==> config.mk <==
export PLATFORM = sky130hd
export DESIGN_NAME = pflash_cmd_seq
export DESIGN_NICKNAME = d
export VERILOG_FILES = /design/src/rtl/pflash_pkg.sv /design/src/rtl/pflash_seq.sv /design/src/rtl/pflash_status.sv /design/src/rtl/pflash_array.sv /design/src/rtl/pflash_cmd_seq.sv
export SDC_FILE = /design/constraint.sdc
export NUM_CORES = 1
export LEC_CHECK = 0
export BUFFER_PORTS_ARGS = -buffer_cell sky130_fd_sc_hd__buf_2
export CORE_MARGIN = 4
export CORE_UTILIZATION = 55
export DETAILED_ROUTE_END_ITERATION = 16
export HOLD_SLACK_MARGIN = 0.1
export PLACE_DENSITY_LB_ADDON = 0.1
export SLEW_MARGIN = 40
export SYNTH_ARGS = -nofsm -noshare
export SYNTH_HDL_FRONTEND = slang
export SYNTH_SLANG_ARGS = --single-unit
==> constraint.sdc <==
create_clock -name clk -period 3 [get_ports clk]
set_input_delay 0.3 -clock clk [delete_from_list [all_inputs] [get_ports clk]]
set_output_delay 0.3 -clock clk [all_outputs]
set_load 0.005 [all_outputs]
==> src/rtl/pflash_pkg.sv <==
// Package: shared opcodes, read modes and sequence phases of the flash command sequencer.
// Assumes: opcodes are carried in the low byte of each bus write.
package pflash_pkg;

    typedef enum logic [1:0] {
        RD_ARRAY  = 2'd0,
        RD_STATUS = 2'd1,
        RD_IDENT  = 2'd2,
        RD_QUERY  = 2'd3
    } rd_mode_e;

    typedef enum logic [1:0] {
        PH_CMD     = 2'd0,
        PH_ARG     = 2'd1,
        PH_DATA    = 2'd2,
        PH_CONFIRM = 2'd3
    } phase_e;

    localparam logic [7:0] OP_NONE    = 8'h00;
    localparam logic [7:0] OP_PROG_A  = 8'h10;
    localparam logic [7:0] OP_PROG_B  = 8'h40;
    localparam logic [7:0] OP_ERASE   = 8'h20;
    localparam logic [7:0] OP_CLRST   = 8'h50;
    localparam logic [7:0] OP_LOCK    = 8'h60;
    localparam logic [7:0] OP_RDST    = 8'h70;
    localparam logic [7:0] OP_IDENT   = 8'h90;
    localparam logic [7:0] OP_QUERY   = 8'h98;
    localparam logic [7:0] OP_BUFWR   = 8'hE8;
    localparam logic [7:0] OP_CONFIRM = 8'hD0;
    localparam logic [7:0] OP_UNLOCK  = 8'h01;
    localparam logic [7:0] OP_ARRAY   = 8'hFF;

    localparam int ST_READY = 7;
    localparam int ST_ERERR = 5;
    localparam int ST_PGERR = 4;

endpackage

==> src/rtl/pflash_seq.sv <==
// Module: command sequencer. Tracks the latched opcode, the phase of the
// sequence and the buffered-write counter, and issues one-cycle action strobes.
// Assumes: at most one bus write per cycle; the opcode is wr_data[7:0].
module pflash_seq
    import pflash_pkg::*;
#(
    parameter int BUS_W     = 16,
    parameter int DEV_BYTES = 1,
    parameter int CNT_W     = 16
) (
    input  logic             clk,
    input  logic             rst_n,
    input  logic             wr_en,
    input  logic [BUS_W-1:0] wr_data,
    output logic             prog_stb,
    output logic             erase_stb,
    output logic             ready_stb,
    output logic             clr_stb,
    output rd_mode_e         rd_mode
);

    localparam logic [BUS_W-1:0] CNT_MASK = {BUS_W{1'b1}} >> (BUS_W - 8 * DEV_BYTES);

    logic [7:0]       cmd_q, cmd_n;
    phase_e           ph_q, ph_n;
    logic [CNT_W-1:0] cnt_q, cnt_n;
    logic [7:0]       op;

    assign op = wr_data[7:0];

    // Next-state decode of one bus write against the latched command and phase.
    always_comb begin
        cmd_n     = cmd_q;
        ph_n      = ph_q;
        cnt_n     = cnt_q;
        prog_stb  = 1'b0;
        erase_stb = 1'b0;
        ready_stb = 1'b0;
        clr_stb   = 1'b0;
        if (wr_en) begin
            unique case (ph_q)
                PH_CMD: begin
                    unique case (op)
                        OP_PROG_A, OP_PROG_B, OP_ERASE, OP_LOCK, OP_QUERY: begin
                            cmd_n = op;
                            ph_n  = PH_ARG;
                        end
                        OP_BUFWR: begin
                            cmd_n     = op;
                            ph_n      = PH_ARG;
                            ready_stb = 1'b1;
                        end
                        OP_RDST, OP_IDENT: cmd_n = op;
                        OP_CLRST: begin
                            clr_stb = 1'b1;
                            cmd_n   = OP_NONE;
                        end
                        default: cmd_n = OP_NONE;
                    endcase
                end
                PH_ARG: begin
                    unique case (cmd_q)
                        OP_PROG_A, OP_PROG_B: begin
                            prog_stb = 1'b1;
                            ph_n     = PH_CMD;
                        end
                        OP_ERASE: begin
                            ph_n = PH_CMD;
                            if (op == OP_CONFIRM) erase_stb = 1'b1;
                            else                  cmd_n     = OP_NONE;
                        end
                        OP_LOCK: begin
                            ph_n = PH_CMD;
                            if (op == OP_CONFIRM || op == OP_UNLOCK) ready_stb = 1'b1;
                            else                                     cmd_n     = OP_NONE;
                        end
                        OP_BUFWR: begin
                            cnt_n = CNT_W'(wr_data & CNT_MASK);
                            ph_n  = PH_DATA;
                        end
                        OP_QUERY: begin
                            if (op == OP_ARRAY) begin
                                cmd_n = OP_NONE;
                                ph_n  = PH_CMD;
                            end
                        end
                        default: begin
                            cmd_n = OP_NONE;
                            ph_n  = PH_CMD;
                        end
                    endcase
                end
                PH_DATA: begin
                    prog_stb = 1'b1;
                    cnt_n    = cnt_q - 1'b1;
                    if (cnt_q == '0) ph_n = PH_CONFIRM;
                end
                PH_CONFIRM: begin
                    ph_n = PH_CMD;
                    if (op == OP_CONFIRM) ready_stb = 1'b1;
                    else                  cmd_n     = OP_NONE;
                end
                default: begin
                    cmd_n = OP_NONE;
                    ph_n  = PH_CMD;
                end
            endcase
        end
    end

    // Sequencer registers with synchronous reset to read-array idle.
    always_ff @(posedge clk) begin
        if (!rst_n) begin
            cmd_q <= OP_NONE;
            ph_q  <= PH_CMD;
            cnt_q <= '0;
        end else begin
            cmd_q <= cmd_n;
            ph_q  <= ph_n;
            cnt_q <= cnt_n;
        end
    end

    // Read-source selection from the latched command.
    always_comb begin
        unique case (cmd_q)
            OP_PROG_A, OP_PROG_B, OP_ERASE, OP_LOCK, OP_RDST, OP_BUFWR: rd_mode = RD_STATUS;
            OP_IDENT: rd_mode = RD_IDENT;
            OP_QUERY: rd_mode = RD_QUERY;
            default:  rd_mode = RD_ARRAY;
        endcase
    end

    AST_CONFIRM_AFTER_LAST: assert property (@(posedge clk) disable iff (!rst_n)
        (ph_q == PH_CONFIRM && $past(ph_q) != PH_CONFIRM) |-> ($past(ph_q) == PH_DATA && $past(cnt_q) == '0));
    AST_PROG_TO_STATUS: assert property (@(posedge clk) disable iff (!rst_n)
        prog_stb |=> rd_mode == RD_STATUS);
    AST_CLR_TO_ARRAY: assert property (@(posedge clk) disable iff (!rst_n)
        clr_stb |=> rd_mode == RD_ARRAY);

endmodule

==> src/rtl/pflash_status.sv <==
// Module: status register. Collects ready and error flags from sequencer strobes.
// Assumes: the strobes last one cycle; a clear strobe wins over any set.
module pflash_status
    import pflash_pkg::*;
(
    input  logic       clk,
    input  logic       rst_n,
    input  logic       wp,
    input  logic       prog_stb,
    input  logic       erase_stb,
    input  logic       ready_stb,
    input  logic       clr_stb,
    output logic [7:0] status
);

    // Sticky flag accumulation with clear-by-command.
    always_ff @(posedge clk) begin
        if (!rst_n) begin
            status <= 8'h00;
        end else if (clr_stb) begin
            status <= 8'h00;
        end else begin
            if (prog_stb || erase_stb || ready_stb) status[ST_READY] <= 1'b1;
            if (prog_stb && wp)                     status[ST_PGERR] <= 1'b1;
            if (erase_stb && wp)                    status[ST_ERERR] <= 1'b1;
        end
    end

    AST_RESET_ZERO: assert property (@(posedge clk) disable iff (!rst_n)
        !$past(rst_n) |-> status == 8'h00);
    AST_CLR_ZERO: assert property (@(posedge clk) disable iff (!rst_n)
        clr_stb |=> status == 8'h00);
    AST_READY_SET: assert property (@(posedge clk) disable iff (!rst_n)
        (prog_stb || erase_stb) |=> status[ST_READY]);
    AST_WP_PROG: assert property (@(posedge clk) disable iff (!rst_n)
        (prog_stb && wp) |=> status[ST_PGERR]);
    AST_WP_ERASE: assert property (@(posedge clk) disable iff (!rst_n)
        (erase_stb && wp) |=> status[ST_ERERR]);

endmodule

==> src/rtl/pflash_array.sv <==
// Module: byte array with single-byte write and whole-sector erase to 0xFF.
// Assumes: sector size is a power of two; array powers up erased.
module pflash_array #(
    parameter int ADDR_W = 6,
    parameter int SEC_W  = 4
) (
    input  logic              clk,
    input  logic              rst_n,
    input  logic              wp,
    input  logic              prog_en,
    input  logic              erase_en,
    input  logic [ADDR_W-1:0] addr,
    input  logic [7:0]        data,
    input  logic [ADDR_W-1:0] rd_addr,
    output logic [7:0]        rd_data
);

    localparam int DEPTH = 1 << ADDR_W;
    localparam int SIDX  = ADDR_W - SEC_W;

    logic [7:0]        mem_q [DEPTH];
    logic [ADDR_W-1:0] sec_base;

    assign sec_base = {addr[ADDR_W-1:SEC_W], {SEC_W{1'b0}}};

    for (genvar g = 0; g < DEPTH; g++) begin : g_byte
        // One byte cell: sector erase has priority over a byte write.
        always_ff @(posedge clk) begin
            if (!rst_n) begin
                mem_q[g] <= 8'hFF;
            end else if (erase_en && !wp && addr[ADDR_W-1:SEC_W] == SIDX'(g >> SEC_W)) begin
                mem_q[g] <= 8'hFF;
            end else if (prog_en && !wp && addr == ADDR_W'(g)) begin
                mem_q[g] <= data;
            end
        end
    end

    assign rd_data = mem_q[rd_addr];

    AST_ERASE_SECTOR: assert property (@(posedge clk) disable iff (!rst_n)
        (erase_en && !wp) |=> mem_q[$past(sec_base)] == 8'hFF);
    AST_WRITE_STORES: assert property (@(posedge clk) disable iff (!rst_n)
        (prog_en && !wp && !erase_en) |=> mem_q[$past(addr)] == $past(data));
    AST_WP_HOLDS: assert property (@(posedge clk) disable iff (!rst_n)
        (wp && (prog_en || erase_en)) |=> mem_q[$past(addr)] == $past(mem_q[addr]));

endmodule

==> src/rtl/pflash_cmd_seq.sv <==
// Module: top of the flash command sequencer. Joins the sequencer, status
// register and byte array. Assumes one write per cycle from the bus side.
module pflash_cmd_seq
    import pflash_pkg::*;
#(
    parameter int ADDR_W    = 6,
    parameter int SEC_W     = 4,
    parameter int BUS_W     = 16,
    parameter int DEV_BYTES = 1,
    parameter int CNT_W     = 16
) (
    input  logic              clk,
    input  logic              rst_n,
    input  logic              wr_en,
    input  logic [ADDR_W-1:0] wr_addr,
    input  logic [BUS_W-1:0]  wr_data,
    input  logic              wp,
    input  logic [ADDR_W-1:0] rd_addr,
    output logic [7:0]        rd_data,
    output logic [7:0]        status,
    output logic [1:0]        rd_mode
);

    logic     prog_stb, erase_stb, ready_stb, clr_stb;
    rd_mode_e mode_e;

    pflash_seq #(.BUS_W(BUS_W), .DEV_BYTES(DEV_BYTES), .CNT_W(CNT_W)) u_seq (
        .clk(clk), .rst_n(rst_n), .wr_en(wr_en), .wr_data(wr_data),
        .prog_stb(prog_stb), .erase_stb(erase_stb), .ready_stb(ready_stb),
        .clr_stb(clr_stb), .rd_mode(mode_e)
    );

    pflash_status u_status (
        .clk(clk), .rst_n(rst_n), .wp(wp), .prog_stb(prog_stb),
        .erase_stb(erase_stb), .ready_stb(ready_stb), .clr_stb(clr_stb),
        .status(status)
    );

    pflash_array #(.ADDR_W(ADDR_W), .SEC_W(SEC_W)) u_array (
        .clk(clk), .rst_n(rst_n), .wp(wp), .prog_en(prog_stb), .erase_en(erase_stb),
        .addr(wr_addr), .data(wr_data[7:0]), .rd_addr(rd_addr), .rd_data(rd_data)
    );

    assign rd_mode = mode_e;

endmodule

After elaboration in Yosys (flattened, before gate mapping)
Memories as Yosys holds them, arrays and structs flattened.
Index checks and enable logic that the tools add are counted.
{"block": "op_classes", "add_sub_neg": 1, "n_eq_ne": 95, "mux": 426, "bitwise_logic": 129, "reduce_logical": 91}
{"cell": "$mux W8", "count": 132}
{"cell": "$mux W1", "count": 282}
{"cell": "$eq A6 B6 Y1 const B", "count": 32}
{"cell": "$or A1 B1 Y1", "count": 128}
{"cell": "$eq A6 B5 Y1 const B", "count": 16}
{"cell": "$logic_and A1 B1 Y1", "count": 72}
{"cell": "$eq A8 B8 Y1 const B", "count": 8}
{"cell": "$eq A8 B7 Y1 const B", "count": 7}
{"cell": "$eq A6 B4 Y1 const B", "count": 8}
{"cell": "$pmux W16 S2", "count": 1}
{"cell": "$pmux W8 S4", "count": 1}
{"cell": "$eq A6 B3 Y1 const B", "count": 4}
{"cell": "$pmux W8 S3", "count": 1}
{"cell": "$eq A8 B5 Y1 const B", "count": 2}
{"cell": "$eq A8 B6 Y1 const B", "count": 2}
{"cell": "$logic_not A16 Y1", "count": 1}
{"cell": "$mux W16", "count": 1}
{"cell": "$sub A16 B1 Y16 const B", "count": 1}
{"cell": "$eq A6 B2 Y1 const B", "count": 2}
{"cell": "$reduce_or A6 Y1", "count": 2}
{"cell": "$eq A2 B2 Y1 const B", "count": 4}
{"cell": "$eq A8 B1 Y1 const B", "count": 1}
{"cell": "$pmux W2 S4", "count": 1}
{"cell": "$reduce_or A8 Y1", "count": 1}
{"cell": "other kinds (23)", "count": 32}
{"block": "totals", "reg_bits": 29, "ramBits": 512, "input_bits": 32, "out_inout_bits": 18, "elab_cells": 749, "mem_count": 1}
{"memory": "u_array.mem_q", "words": 64, "word_bits": 8, "read_ports": 1, "rd_ports_with_merged_regs": 0, "write_ports": 64, "line": "pflash_array.sv:21", "rtl": "logic [7:0] mem_q [DEPTH];"}

Depth between registers and ports, before layout
{"block": "depth", "depth_word": 12, "mapped_depth": 9, "mapped_depth_nobuf": 7}

By module
From an unflattened synthesis, not the netlist that was laid out.
{"block": "hier_totals", "hier_cells": 1868, "area_unflattened_um2": 25859.8}
{"module": "pflash_array", "n_inst": 1, "cells_each": 1617, "area_each_um2": 23886.7, "seq_area_each_um2": 15374.7}
{"module": "pflash_seq", "n_inst": 1, "cells_each": 235, "area_each_um2": 1831.8, "seq_area_each_um2": 520.5}
{"module": "pflash_status", "n_inst": 1, "cells_each": 16, "area_each_um2": 141.4, "seq_area_each_um2": 60.1}

Worst setup path before layout
Ideal clock, no wire load.
{"block": "synth_path", "path_kind": "register -> register", "from": "register with a tool-made name", "to": "memory u_array.mem_q[55][0], enable pin", "setup_ns": 0.384, "arrival_ns": 2.928, "required_time_ns": 2.616, "slack_ns": -0.312, "stages_incl_launch_ff": 10, "path_buffers": 2, "synth_period_minus_slack_ns": 3.312, "path_cell_list": "dfxtp_1 inv_1 ha_1 or4b_1 nor4_1 o2111ai_1 or2_2 clkbuf_1 clkbuf_1 o21ai_0"}
{"element": "end: declaration", "line": "pflash_array.sv:21"}

Worst setup path in the final report
{"block": "layout_path", "from": "input port rd_addr[0]", "to": "output port rd_data[7]"}
{"block": "layout_between", "elab_chain_len": 1}
{"element": "start: declaration", "line": "pflash_cmd_seq.sv:18", "rtl": "input logic [ADDR_W-1:0] rd_addr,"}
{"element": "$mem_v2 Z64 W8"}
{"element": "end: declaration", "line": "pflash_cmd_seq.sv:19", "rtl": "output logic [7:0] rd_data,"}
Every way passes these cells.

==> summary.txt <==
Outcome
  – Status: finished clean

Critical path
  – Critical path destination: rd_data[7]
  – Flop-to-flop setup slack: 170 ps
  – Data required, critical path: 2700 ps
  – Worst r2r src: u_seq.ph_q[0]
  – Worst R2R End: u_array.mem_q[35][2]
  – Critical path startpoint: rd_addr[0]
  – FF-to-FF path depth: 9
  – Startpoint Class: input port
  – Critical Path End Type: primary output
  – Worst-path fanout max: 31
  – CP Class: input port to primary output
  – CP Data Arrival Time: 2620 ps

Clock tree
  – Num CTS Buffers: 54
  – CTS clock-pin slew for the worst setup and hold paths: 60 ps
  – Worst-skew pair later-pin latency: 620 ps
  – CTS tree: yes
  – Number of H-tree levels: 2
  – CTS Buffer Depth: 3
  – Post-CTS Setup Repair Bufs: 0
  – CTS root buf: clkbuf_16
  – Clk sink count: 541

Synthesis
  – Synth warn: 0
  – Dominant synthesized flop cell: edfxtp_1
  – Number of synthesized flops with an enable pin: 512
  – Post-synthesis cell type count: 61
  – Avg Cell Area, Syn: 13.1 um^2
  – Synthesized cell area: 24,600 um^2
  – Ys async rst share: 0%
  – Seq/Total Area, Yosys: 64.9%
  – Post-Synthesis Cells: 1,879
  – Yosys reg bits: 541

Drt
  – Via count: 16.3k
  – Drt wl/cell: 25.3 um
  – Final WL: 66,800 um
  – DRC viols: 0
  – Vias/cell: 6.14
  – Post-route ant nets: 0
  – Initial DRT Pass Iterations: 6
  – Initial DRC count: 1,809

Placement
  – DP HPWL: 45,800 um
  – Port buffer count: 36
  – DP Area: 26,700 um^2
  – Setup slack at placement: 118 ps
  – RePlAce Congestion: 0.902

GRT
  – Initial antenna violation count: 1
  – Grt ovf: 0
  – First-pass GRT wire length: 102,000 um
  – Overall Global Routing Usage: 28.5%
  – Largest net degree at the start of global routing: 32
  – Vias in the first global route: 16.2k

Timing
  – Hold Slack: 128 ps
  – Final Hold Viols: 0
  – Top achievable clock speed: 343 MHz
  – Setup WS post-layout: 81.3 ps
  – RSZ-0062 raised after global routing: false
  – Pins over their slew limit: 0
  – Slew margin rel.: 43.8%
  – Skew final: 18.9 ps
  – Final min period: 2920 ps
  – Period utilisation layout: 97.3%
  – Final setup fails: 0
  – Worst-Margin Slew: 836 ps

Power
  – Peak VDD IR: 468 uV
  – Pwr Total: 15.5 mW
  – PwrDens: 545 nW/um^2
  – Leakage power: 7.15 nW

Floorplan
  – Initial Util: 55.6%
  – # IOs: 50
  – Die area: 48,100 um^2
  – Die span in y: 219 um
  – Total core area: 44,200 um^2
  – FP Rows: 77
  – Width of the die: 219 um

Final layout
  – Nets@finish: 2,049
  – Layout cells sized above 1: 22.4%
  – Filler instances: 3,303
  – Design area: 28,400 um^2
  – Area Growth Syn to Fin: 15.6%

Run
  – Max-cap violations: 0

Min path
  – HP Class: input port to register
## layer usage
metal	vias up	track usage [%]	part of all wire (%)
li1	7193	-	-
met5	-	0	0
met2	800	44.5	47
met4	0	8.66	3.1
met3	120	5.79	9.7
met1	8137	41.1	40
## stage by stage
step / cells / utilization, % / TNS [ps]
2_1_floorplan: 1883 / - / -15380
3_3_place_gp: 2543 / 60.3 / 0
3_5_place_dp: 2543 / 60.3 / 0
5_1_grt: 2645 / 64.2 / 0
6_report: 2645 / 64.2 / 0
4_1_cts: 2644 / 64.1 / 0
## cells in the mapped netlist (11+ instances only)
library cell | number | share of area (%)
nand2b_1 | 16 | 0.41
nor3_1 | 26 | 0.53
nor2b_1 | 19 | 0.48
mux4_2 | 118 | 11
nand2_1 | 567 | 8.7
a21oi_1 | 17 | 0.35
nor3_2 | 20 | 0.81
o21ai_1 | 36 | 0.73
edfxtp_1 | 512 | 63
nor2_1 | 89 | 1.4
o22ai_1 | 30 | 0.76
dfxtp_1 | 29 | 2.4
inv_1 | 15 | 0.23
clkbuf_1 | 95 | 1.5
mux2i_1 | 20 | 0.81
mux2_2 | 14 | 0.64
buf_2 | 30 | 0.61
nand4_1 | 11 | 0.28
buf_1 | 13 | 0.20
o21ai_0 | 41 | 0.84
nand3_1 | 23 | 0.47
## worst max-delay path, stage by stage
cell	delay (ps)
clkbuf_8	370
buf_4	320
mux4_2	540
nor2_1	160
nor3_1	130
o211ai_1	330
o31ai_1	220
buf_2	180
## kinds of logic after synthesis
kind of cell	share of synthesized area (%)
mux	12.3
xor+xnor	0.357
simple gates	14.5
compound gates	4.81
flops	64.9
buf+inv	2.72
fa+ha+maj	0.346
other cells	0.0153
## final cells by class
type                            instances  area, um^2  share of cell area, %
Sequential cell                       541       16000                   56.2
Clock inverter                         27         216                  0.762
Multi-Input combinational cell       1182        8100                   28.5
Tap cell                              592         741                   2.61
Timing Repair Buffer                  217        1900                   6.67
Inverter                               15        56.3                  0.198
Clock buffer                           70        1430                   5.04
Antenna cell                            1        2.50                0.00881
## state kept, by name (all words and copies together), names as in the netlist, named ones only
signal           flops
u_array.mem_q      512
u_seq.cnt_q         16
u_seq.cmd_q          8
u_status.status      3
u_seq.ph_q           1
## layout by cell type (no fill, tap or decap), types with 14 or more instances in the layout
master	n
mux2i_1	19
inv_1	15
clkbuf_1	15
buf_12	26
o21ai_1	46
o21ai_0	30
edfxtp_1	512
buf_4	151
nor3_1	22
nand3_1	23
nor2_1	89
buf_2	33
nor2b_1	19
clkbuf_16	55
a21oi_1	14
mux2_2	14
dfxtp_1	29
o22ai_1	30
nor3_2	15
mux4_2	118
nand2_1	567
nand2b_1	16
## worst min path at each step
stage / start / end / slack [ps] / cells after the start
after floorplan: wp / u_status.status[4] / 440 / 2
after global placement: u_status.status[5] / u_status.status[5] / 460 / 2
after detailed placement: u_status.status[5] / u_status.status[5] / 460 / 2
after CTS: wr_data[5] / u_seq.cmd_q[5] / 100 / 3
after global routing: wr_data[5] / u_seq.cmd_q[5] / 120 / 3
final: wr_data[5] / u_seq.cmd_q[5] / 130 / 3
## what timing repair did
action,4_1_cts,5_1_grt
gates resized for setup,0,8
setup endpoints to repair,0,871
hold buffers,4,0
hold endpoints to repair,5,0
## report_power, final
group / switching (mW) / total, mW / internal [mW] / leakage [nW]
sequential: 0.00137 / 8.22 / 8.22 / 3.69
clock: 2.82 / 6.44 / 3.61 / 0.799
combinational: 0.551 / 0.810 / 0.259 / 2.66
total: 3.38 / 15.5 / 12.1 / 7.15
(Power assumes the default switching activity.)
